File: config.mk
export PLATFORM = sky130hd
export DESIGN_NAME = noc_ni_top
export DESIGN_NICKNAME = d
export VERILOG_FILES = /design/src/rtl/noc_ni_pkg.sv /design/src/rtl/ni_tx_builder.sv /design/src/rtl/ni_rx_fifo.sv /design/src/rtl/ni_rx_sorter.sv /design/src/rtl/noc_ni_top.sv
export SDC_FILE = /design/constraint.sdc
export NUM_CORES = 1
export LEC_CHECK = 0
export BUFFER_PORTS_ARGS = -buffer_cell sky130_fd_sc_hd__buf_2
export CORE_MARGIN = 2
export CORE_UTILIZATION = 60
export CTS_CLUSTER_DIAMETER = 50
export DETAILED_ROUTE_END_ITERATION = 8
export PLACE_DENSITY = 0.89
export RECOVER_POWER = 50
export SLEW_MARGIN = 0
export SYNTH_ARGS = -nofsm -noshare
export SYNTH_HDL_FRONTEND = slang
export SYNTH_SLANG_ARGS = --single-unit
File: constraint.sdc
create_clock -name clk -period 5.2 [get_ports clk]
set_clock_uncertainty 0.1 [all_clocks]
set_input_delay 0.26 -clock clk [delete_from_list [all_inputs] [get_ports clk]]
set_output_delay 0.26 -clock clk [all_outputs]
set_load 0.02 [all_outputs]
File: src/rtl/noc_ni_pkg.sv
// Shared packet layout and register offsets for the network interface.
// Assumes the router and this block agree on the field order kind/dest/payload.
package noc_ni_pkg;
    parameter int KIND_W = 2;
    parameter int DEST_W = 4;
    parameter int WORD_W = 16;
    localparam int PKT_W = KIND_W + DEST_W + WORD_W;

    typedef enum logic [KIND_W-1:0] {
        K_DATA   = 2'b00,
        K_STOP   = 2'b01,
        K_RESUME = 2'b10,
        K_RSVD   = 2'b11
    } kind_e;

    typedef struct packed {
        kind_e             kind;
        logic [DEST_W-1:0] dest;
        logic [WORD_W-1:0] data;
    } pkt_t;

    localparam int ADDR_W      = 3;
    localparam int OFF_TX_KIND = 0;
    localparam int OFF_TX_DEST = 1;
    localparam int OFF_TX_DATA = 2;
    localparam int OFF_STATUS  = 4;
    localparam int OFF_RX_HEAD = 5;
    localparam int OFF_RX_DATA = 6;
endpackage

File: src/rtl/ni_tx_builder.sv
// Transmit staging registers and outgoing handshake.
// Assumes a field write and a strobe never fall in the same cycle. A strobe
// only checks the fields written in earlier cycles.
module ni_tx_builder
    import noc_ni_pkg::*;
(
    input  logic              clk,
    input  logic              rst_n,
    input  logic              wr_en,
    input  logic [ADDR_W-1:0] wr_addr,
    input  logic [WORD_W-1:0] wr_data,
    input  logic              strobe,
    input  logic              out_ready,
    output logic              out_valid,
    output pkt_t              out_pkt,
    output logic              busy
);
    kind_e             kind_q;
    logic [DEST_W-1:0] dest_q;
    logic [WORD_W-1:0] data_q;
    logic              have_kind, have_dest, have_data;
    logic              launch;

    // Launch when every field is present and the previous packet is gone.
    assign launch = strobe && have_kind && have_dest && have_data && !out_valid;
    assign busy   = out_valid;

    // Staging registers, field-present flags and the outgoing packet register.
    always_ff @(posedge clk) begin
        if (!rst_n) begin
            kind_q    <= K_DATA;
            dest_q    <= '0;
            data_q    <= '0;
            have_kind <= 1'b0;
            have_dest <= 1'b0;
            have_data <= 1'b0;
            out_valid <= 1'b0;
            out_pkt   <= '0;
        end else begin
            if (out_valid && out_ready) out_valid <= 1'b0;
            if (wr_en) begin
                case (int'(wr_addr))
                    OFF_TX_KIND: begin kind_q <= kind_e'(wr_data[KIND_W-1:0]); have_kind <= 1'b1; end
                    OFF_TX_DEST: begin dest_q <= wr_data[DEST_W-1:0];          have_dest <= 1'b1; end
                    OFF_TX_DATA: begin data_q <= wr_data;                      have_data <= 1'b1; end
                    default: ;
                endcase
            end
            if (launch) begin
                out_pkt   <= '{kind: kind_q, dest: dest_q, data: data_q};
                out_valid <= 1'b1;
                have_kind <= 1'b0;
                have_dest <= 1'b0;
                have_data <= 1'b0;
            end
        end
    end

    // an unaccepted packet holds still.
    a_r4_hold_until_taken: assert property (@(posedge clk) disable iff (!rst_n)
        out_valid && !out_ready |=> out_valid && $stable(out_pkt));
    // a new packet only ever follows a strobe.
    a_r3_launch_needs_strobe: assert property (@(posedge clk) disable iff (!rst_n)
        $rose(out_valid) |-> $past(strobe));
    // acceptance retires the packet.
    a_r5_drop_on_accept: assert property (@(posedge clk) disable iff (!rst_n)
        out_valid && out_ready |=> !out_valid);
endmodule

File: src/rtl/ni_rx_fifo.sv
// Receive queue of data packets with an occupancy count.
// Assumes DEPTH is a power of two, and that the caller never pushes when full
// or pops when empty.
module ni_rx_fifo
    import noc_ni_pkg::*;
#(
    parameter int DEPTH = 4,
    localparam int PTR_W = (DEPTH > 1) ? $clog2(DEPTH) : 1,
    localparam int CNT_W = $clog2(DEPTH + 1)
) (
    input  logic             clk,
    input  logic             rst_n,
    input  logic             push,
    input  pkt_t             push_pkt,
    input  logic             pop,
    output pkt_t             head,
    output logic [CNT_W-1:0] count,
    output logic             full,
    output logic             empty
);
    pkt_t             mem [DEPTH];
    logic [PTR_W-1:0] wr_ptr, rd_ptr;

    assign full  = (count == CNT_W'(DEPTH));
    assign empty = (count == '0);
    assign head  = mem[rd_ptr];

    // Storage write; the contents need no reset.
    always_ff @(posedge clk) begin
        if (push) mem[wr_ptr] <= push_pkt;
    end

    // Pointer and count update.
    always_ff @(posedge clk) begin
        if (!rst_n) begin
            wr_ptr <= '0;
            rd_ptr <= '0;
            count  <= '0;
        end else begin
            if (push) wr_ptr <= wr_ptr + 1'b1;
            if (pop)  rd_ptr <= rd_ptr + 1'b1;
            case ({push, pop})
                2'b10:   count <= count + 1'b1;
                2'b01:   count <= count - 1'b1;
                default: ;
            endcase
        end
    end

    a_r8_no_overflow: assert property (@(posedge clk) disable iff (!rst_n) full |-> !push);
    a_r6_no_underflow: assert property (@(posedge clk) disable iff (!rst_n) empty |-> !pop);
    a_r7_count_bound: assert property (@(posedge clk) disable iff (!rst_n) count <= CNT_W'(DEPTH));
endmodule

File: src/rtl/ni_rx_sorter.sv
// Sorts incoming packets. Data goes to the FIFO; stop and resume drive the
// halt flag; reserved packets are dropped. Assumes the router keeps a
// packet steady while ready is low.
module ni_rx_sorter
    import noc_ni_pkg::*;
#(
    parameter logic [DEST_W-1:0] NODE_ID = 4'd3
) (
    input  logic clk,
    input  logic rst_n,
    input  logic in_valid,
    input  pkt_t in_pkt,
    input  logic fifo_full,
    output logic in_ready,
    output logic push,
    output logic halt
);
    logic is_data, for_me;

    assign is_data  = (in_pkt.kind == K_DATA);
    assign for_me   = (in_pkt.dest == NODE_ID);
    assign in_ready = !is_data || !fifo_full;
    assign push     = in_valid && is_data && !fifo_full;

    // Halt flag: set by a stop for this node, cleared by a resume for it.
    always_ff @(posedge clk) begin
        if (!rst_n) begin
            halt <= 1'b0;
        end else if (in_valid && for_me) begin
            if (in_pkt.kind == K_STOP)        halt <= 1'b1;
            else if (in_pkt.kind == K_RESUME) halt <= 1'b0;
        end
    end

    a_r10_stop_sets_halt: assert property (@(posedge clk) disable iff (!rst_n)
        in_valid && for_me && in_pkt.kind == K_STOP |=> halt);
    a_r11_halt_rise_cause: assert property (@(posedge clk) disable iff (!rst_n)
        $rose(halt) |-> $past(in_valid && for_me && in_pkt.kind == K_STOP));
    a_r10_control_not_stored: assert property (@(posedge clk) disable iff (!rst_n)
        push |-> in_pkt.kind == K_DATA);
endmodule

File: src/rtl/noc_ni_top.sv
// Network interface top: register port decode, transmit builder, receive
// sorter and FIFO. Assumes that payload reads are issued only when the
// status register shows a stored packet.
module noc_ni_top
    import noc_ni_pkg::*;
#(
    parameter int                NI_DEPTH = 4,
    parameter logic [DEST_W-1:0] NODE_ID  = 4'd3,
    localparam int CNT_W = $clog2(NI_DEPTH + 1)
) (
    input  logic              clk,
    input  logic              rst_n,
    input  logic              bus_sel,
    input  logic              bus_wr,
    input  logic [ADDR_W-1:0] bus_addr,
    input  logic [WORD_W-1:0] bus_wdata,
    input  logic              cpu_strobe,
    output logic [WORD_W-1:0] bus_rdata,
    output logic              bus_wait,
    output logic              net_out_valid,
    input  logic              net_out_ready,
    output logic [PKT_W-1:0]  net_out_pkt,
    input  logic              net_in_valid,
    output logic              net_in_ready,
    input  logic [PKT_W-1:0]  net_in_pkt,
    output logic              cpu_halt
);
    pkt_t             tx_pkt, rx_head;
    logic             tx_busy, rx_push, rx_pop, pop_req, rx_full, rx_empty;
    logic [CNT_W-1:0] rx_count;

    ni_tx_builder u_tx (
        .clk(clk), .rst_n(rst_n),
        .wr_en(bus_sel && bus_wr), .wr_addr(bus_addr), .wr_data(bus_wdata),
        .strobe(cpu_strobe), .out_ready(net_out_ready),
        .out_valid(net_out_valid), .out_pkt(tx_pkt), .busy(tx_busy)
    );
    assign net_out_pkt = tx_pkt;

    ni_rx_sorter #(.NODE_ID(NODE_ID)) u_sort (
        .clk(clk), .rst_n(rst_n),
        .in_valid(net_in_valid), .in_pkt(pkt_t'(net_in_pkt)), .fifo_full(rx_full),
        .in_ready(net_in_ready), .push(rx_push), .halt(cpu_halt)
    );

    ni_rx_fifo #(.DEPTH(NI_DEPTH)) u_fifo (
        .clk(clk), .rst_n(rst_n),
        .push(rx_push), .push_pkt(pkt_t'(net_in_pkt)), .pop(rx_pop),
        .head(rx_head), .count(rx_count), .full(rx_full), .empty(rx_empty)
    );

    // Collision guard: a payload read during a FIFO write is deferred.
    assign pop_req  = bus_sel && !bus_wr && int'(bus_addr) == OFF_RX_DATA && !rx_empty;
    assign bus_wait = pop_req && rx_push;
    assign rx_pop   = pop_req && !rx_push;

    // Read-data multiplexer.
    always_comb begin
        bus_rdata = '0;
        case (int'(bus_addr))
            OFF_STATUS:  bus_rdata = WORD_W'({cpu_halt, rx_count, !rx_empty, tx_busy});
            OFF_RX_HEAD: bus_rdata = rx_empty ? '0 : WORD_W'({rx_head.dest, rx_head.kind});
            OFF_RX_DATA: bus_rdata = rx_empty ? '0 : rx_head.data;
            default:     bus_rdata = '0;
        endcase
    end

    // a deferred read leaves the entry in place while the write lands.
    a_r9_wait_keeps_entry: assert property (@(posedge clk) disable iff (!rst_n)
        bus_wait |=> rx_count == $past(rx_count) + 1'b1);
    // a granted payload read removes exactly one entry.
    a_r6_pop_decrements: assert property (@(posedge clk) disable iff (!rst_n)
        rx_pop |=> rx_count == $past(rx_count) - 1'b1);
endmodule

-- Word-level counts from Yosys, hierarchy flattened
Memories as Yosys holds them, arrays and structs flattened. A register that Yosys moved wholly into a read port is not among the register bits.
Cells that the tools add are included.
- input bits: 48
- RAM bits: 88
- output and inout port bits: 42
- word-level logic and storage cells: 76
- bits in registers: 56
- memories: 1
- memory list (name ; words ; bits a word ; rd ports ; clocked after Yosys merged registers in ; write ports ; line ; RTL):
    u_fifo.mem ; 4 ; 22 ; 1 ; 1 ; 1 ; ni_rx_fifo.sv:21 ; pkt_t mem [DEPTH];
- bitwise operators: 1
- reductions and logical operators: 32
- eq/ne operators: 12
- multiplexer cells: 12
- add/subtract/negate cells: 4
- operator list (cell ; number):
    case mux 16 bit (3 select lines) ; 1
    two-way mux 16 bit ; 1
    logical AND 1 bit ; 14
    equality test 3 bit (second input constant) ; 4
    AND reduction 2 bit ; 4
    equality test 3 x 2 -> 1 bit (second input constant) ; 2
    logical NOT 1 bit ; 6
    logical NOT 3 bit ; 2
    two-way mux 1 bit ; 6
    two-way mux 6 bit ; 1
    case mux 3 bit (2 select lines) ; 1
    nonzero test 2 bit ; 3
    adder 2 x 1 -> 2 bit (second input constant) ; 2
    equality test 2 x 1 -> 1 bit (second input constant) ; 2
    equality test 2 bit (second input constant) ; 2
    equality test 4 x 2 -> 1 bit (second input constant) ; 1
    two-way mux 2 bit ; 2
    adder 3 x 1 -> 3 bit (second input constant) ; 1
    equality test 3 x 1 -> 1 bit (second input constant) ; 1
    subtractor 3 x 1 -> 3 bit (second input constant) ; 1
    logical NOT 2 bit ; 1
    OR reduction 2 bit ; 1
    logical OR 1 bit ; 1
    inverter 1 bit ; 1

-- Logic depth before layout (Yosys ltp)
- word-level depth: 7
- mapped depth: 10
- gate-level depth less buffers: 10

-- By module
A second synthesis with hierarchy kept.
- cells, all modules: 407
- area, all modules: 5855.6 µm²
- modules (own cells, without submodules) (module ; instances ; area an instance (µm²) ; sequential area each (µm²) ; cells an instance):
    ni_rx_fifo ; 1 ; 3628.5 ; 2822.7 ; 160
    ni_tx_builder ; 1 ; 1894.3 ; 960.9 ; 202
    noc_ni_top ; 1 ; 234.0 ; 0.0 ; 32
    ni_rx_sorter ; 1 ; 98.8 ; 20.0 ; 13

-- Least setup slack after synthesis
No wires, ideal clock.
- path kind: reg-to-reg
- start point: register u_fifo.count[2]
- end point: register u_fifo.count[2]
- cell stages (with the launch flop): 9
- required time: 5.021 ns
- arrival: 2.041 ns
- slack: 2.980 ns
- period minus slack after synthesis: 2.220 ns
- buffers on the path: 0
- setup time: 0.079 ns
- cell sequence: dfxtp_1 -> nor3b_2 -> nor2_1 -> nor3_2 -> fa_1 -> inv_1 -> or4_1 -> o311a_1 -> o211ai_1
- cells in the longest elaborated chain, start to end: 7
- elaborated cells between the ends (all ways): 14
- classes of those cells: add/sub (2); eq/ne (3); mux (1); reduce/logical (8)
- RTL lines (element ; line ; RTL):
    from (decl) ; ni_rx_fifo.sv:17 ; output logic [CNT_W-1:0] count,
    from (signal assigned) ; ni_rx_fifo.sv:43 ; 2'b10: count <= count + 1'b1;
    from (signal assigned) ; ni_rx_fifo.sv:44 ; 2'b01: count <= count - 1'b1;
    equality test 3 bit ; ni_rx_fifo.sv:24 ; assign full = (count == CNT_W'(DEPTH));
    logical NOT 1 bit ; ni_rx_sorter.sv:23 ; assign push = in_valid && is_data && !fifo_full;
    logical AND 1 bit ; ni_rx_sorter.sv:23 ;
    logical NOT 1 bit ; noc_ni_top.sv:55 ; assign rx_pop = pop_req && !rx_push;
    logical AND 1 bit ; noc_ni_top.sv:55 ;
    equality test 2 x 1 -> 1 bit / equality test 2 bit (equally long branches) ; ni_rx_fifo.sv:42 ; case ({push, pop})
    case mux 3 bit (2 select lines) / nonzero test 2 bit (equally long branches) ; - ;
Parallel ways exist; a longest one is shown, timed or not.
A chain may end at the register's enable or synchronous reset.

-- Final worst setup path
- start point: input port net_in_pkt[20]
- end point: register u_fifo.count[2]
- cells in the longest elaborated chain, start to end: 7
- elaborated cells between the ends (all ways): 9
- classes of those cells: eq/ne (2); mux (1); reduce/logical (6)
- RTL lines (element ; line ; RTL):
    from (decl) ; noc_ni_top.sv:25 ; input logic [PKT_W-1:0] net_in_pkt,
    logical NOT 2 bit * ; ni_rx_sorter.sv:20 ; assign is_data = (in_pkt.kind == K_DATA);
    logical AND 1 bit * (2 in a row) ; ni_rx_sorter.sv:23 ;
    logical NOT 1 bit ; noc_ni_top.sv:55 ;
    logical AND 1 bit ; noc_ni_top.sv:55 ;
    equality test 2 x 1 -> 1 bit / equality test 2 bit (equally long branches) ; ni_rx_fifo.sv:42 ;
    case mux 3 bit (2 select lines) / nonzero test 2 bit (equally long branches) ; - ;
Every way passes the cells marked *; elsewhere a longest branch is shown, timed or not.

==> results.sh <==
export IMPL_cts_made_buffers=17
export IMPL_clk_path_buf_depth=2
export IMPL_layoutNonFillerInstCount=704
export IMPL_grt_pass1_wl_um=21500
export IMPL_power_density_nw_per_um2=349
export IMPL_antenna_found_initial=0
export IMPL_cp_max_fo=13
export IMPL_insertion_delay_ps=540
export IMPL_leakage_uw=0.00241
export IMPL_ys_flop_type="edfxtp_1"
export IMPL_synth_nets=490
export IMPL_post_drt_wl_per_cell_um=19.6
export IMPL_post_cts_setup_buffers=0
export IMPL_synth_edf_count=88
export IMPL_grt_overflow=0
export IMPL_netlist_area_um2=5690
export IMPL_cts_root_buf="clkbuf_8"
export IMPL_initial_core_util_pct=61.6
export IMPL_dieWidth_um=101
export IMPL_clock_sinks=146
export IMPL_outcome="finished, violations left"
export IMPL_vdd_drop_max_mv=0.230
export IMPL_drt_pass1_iter_count=5
export IMPL_chipHeight_um=101
export IMPL_yosysTopAreaCell="edfxtp_1"
export IMPL_postCtsHoldBufs=40
export IMPL_slew_headroom_pct=-1.19
export IMPL_pin_count=90
export IMPL_antenna_cells=0
export IMPL_syn_area_per_cell_um2=13.1
export IMPL_die_area_um2=10300
export IMPL_vias_per_cell=5.97
export IMPL_max_freq_ghz=0.305
export IMPL_final_cell_mix="nand2_1, edfxtp_1, dfxtp_1"
export IMPL_tns_ps=0
export IMPL_first_iter_violations=434
export IMPL_violations="max-capacitance violations, max-slew violations"
export IMPL_core_area_um2=9240
export IMPL_grt_use_total_pct=28.4
export IMPL_remaining_drc_errors=0
export IMPL_endpoint_kind="flip-flop"
export IMPL_slew_violations=54
export IMPL_setup_viol=0
export IMPL_synth_area_leaders="edfxtp_1, dfxtp_1, mux4_2"
export IMPL_ff_latch_area_um2=3800
export IMPL_whs_ps=37.3
export IMPL_crit_required_ps=5560
export IMPL_yosysWarnings=0
export IMPL_crit_path_start="net_in_pkt[20]"
export IMPL_worst_pin_slew_ps=1520
export IMPL_hp_class="in2reg"
export IMPL_fin_util_pct=76.8
export IMPL_cp_endpoint="u_fifo.count[2]"
export IMPL_fp_row_count=35
export IMPL_mostFrequentLayoutCell="nand2_1"
export IMPL_synth_cell_types=40
export IMPL_finalCriticalPeriod_ps=3280
export IMPL_p_total_uw=2480
export IMPL_syn_inst=435
export IMPL_timing_rr_start="u_fifo.count[0]"
export IMPL_synth_seq_cells=146
export IMPL_fin_crit_sh_pct=63.0
export IMPL_dpl_cell_count=632
export IMPL_port_buffers=89
export IMPL_rrSetupSlack_ps=2130
export IMPL_area_delta_synth_final_pct=24.7
export IMPL_synth_seq_area_share_pct=66.9
export IMPL_place_congestion=0.852
export IMPL_rsz0062_at_grt="no"
export IMPL_dp_hpwl_um=7470
export IMPL_synth_top_cell_area_share_pct=46.5
export IMPL_vias=4200
export IMPL_multi_input_area_um2=1750
export IMPL_grt_max_degree=54
export IMPL_ff2ff_path_depth=8
export IMPL_arrival_ps=3630
export IMPL_hold_viol=0
export IMPL_critPathLaunchType="input pin"
export IMPL_fin_nets=617
export IMPL_ctsHtreeMaxLevel=4
export IMPL_path_clk_slew_ps=60
export IMPL_fillers=535
export IMPL_layout_drive_gt1_share_pct=16.5
export IMPL_timing_rr_end="u_fifo.count[2]"
export IMPL_worstSetupPathType="in2reg"
export IMPL_grt_pass1_vias=4079
export IMPL_drv_cap=1
export IMPL_cts_tree="yes"
export IMPL_synthArstFlopShare_pct=0
export IMPL_ant_nets=0
export IMPL_ctsResizeCount=0
export IMPL_wirelength_um=13800
## critical path, cell delays in order
cell           delay (ps)
dlygate4sd3_1         550
clkbuf_1              170
inv_1                  90
ha_1                  190
nand2_1               140
nor2_1                700
nor3_2                250
fa_1                  480
nand3b_1              230
or3_1                 360
o311a_1               140
o211ai_1               80
## sequential cells by signal (all words and copies together), names as in the netlist, named ones only
register        flops
u_tx.have_kind      1
u_tx.dest_q         4
u_fifo.wr_ptr       2
u_tx.have_dest      1
u_tx.kind_q         2
u_sort.halt         1
u_fifo.rd_ptr       2
u_fifo.count        3
u_tx.data_q        16
u_fifo.mem         88
u_tx.busy           1
u_tx.have_data      1
u_tx.out_pkt       22
## worst min-delay path by stage
stage | from | to | depth (start not counted)
floorplan | net_in_pkt[0] | u_fifo.mem[0][0] | 0
global placement | u_tx.have_kind | u_tx.have_kind | 2
detailed placement | u_tx.data_q[9] | u_tx.out_pkt[9] | 2
CTS | net_in_valid | u_fifo.count[2] | 4
global route | net_in_valid | u_fifo.count[2] | 4
finish | net_in_valid | u_fifo.count[2] | 4
## stage by stage
| step | area (µm²) | setup WS, ps |
|---|---|---|
| after floorplan | 5690 | 2980 |
| after global placement | 6210 | 2440 |
| after detailed placement | 6210 | 2190 |
| after CTS | 7160 | 2120 |
| after global routing | 7090 | 1800 |
| final | 7090 | 1920 |
## cells by family (layout without fill, tap and decap cells)
| kind of cell | after synthesis | count (layout) | synth area share (%) |
|---|---|---|---|
| AOI/OAI and AO/OA | 66 | 66 | 7.08 |
| DFF | 146 | 146 | 66.9 |
| adders and majority gates | 7 | 7 | 1.67 |
| buffers and inverters | 31 | 171 | 2.40 |
| and+or+nand+nor | 147 | 147 | 11.8 |
| muxes | 37 | 37 | 10.0 |
| xor gates and xnor gates | 1 | 1 | 0.154 |
## power breakdown
group	leakage [µW]	internal, µW	switching [µW]
clock	0.000257	642	492
sequential	0.00126	1240	6.14
combinational	0.000887	45.4	54.8
total	0.00241	1920	553
## final cells by class
cell class | count | share of cell area, %
Tap cell | 129 | 2.28
Inverter | 9 | 0.476
Sequential cell | 146 | 53.6
Clock inverter | 13 | 1.82
Clock buffer | 19 | 5.94
Multi-Input combinational cell | 258 | 24.7
Timing Repair Buffer | 130 | 11.2
## synth_stat cells, types with 5 or more instances
cell type  number
nand2_1        93
edfxtp_1       88
dfxtp_1        58
a21oi_1        43
mux2i_1        21
mux4_2         16
nor2_1         16
and2_1         15
clkbuf_1       15
inv_1           8
ha_1            6
o221ai_1        6
nand2b_1        5
## per-layer routing
| layer | part of all wire, % | global-route usage [%] | vias up | wire (µm) |
|---|---|---|---|---|
| li1 | - | - | 1837 | - |
| met1 | 38 | 36.2 | 2022 | 5210 |
| met2 | 50 | 45.7 | 279 | 6870 |
| met3 | 7.5 | 6.28 | 62 | 1030 |
| met4 | 5.1 | 15.5 | 0 | 704 |
| met5 | 0 | 0 | - | 0 |
(Power assumes the default switching activity.)
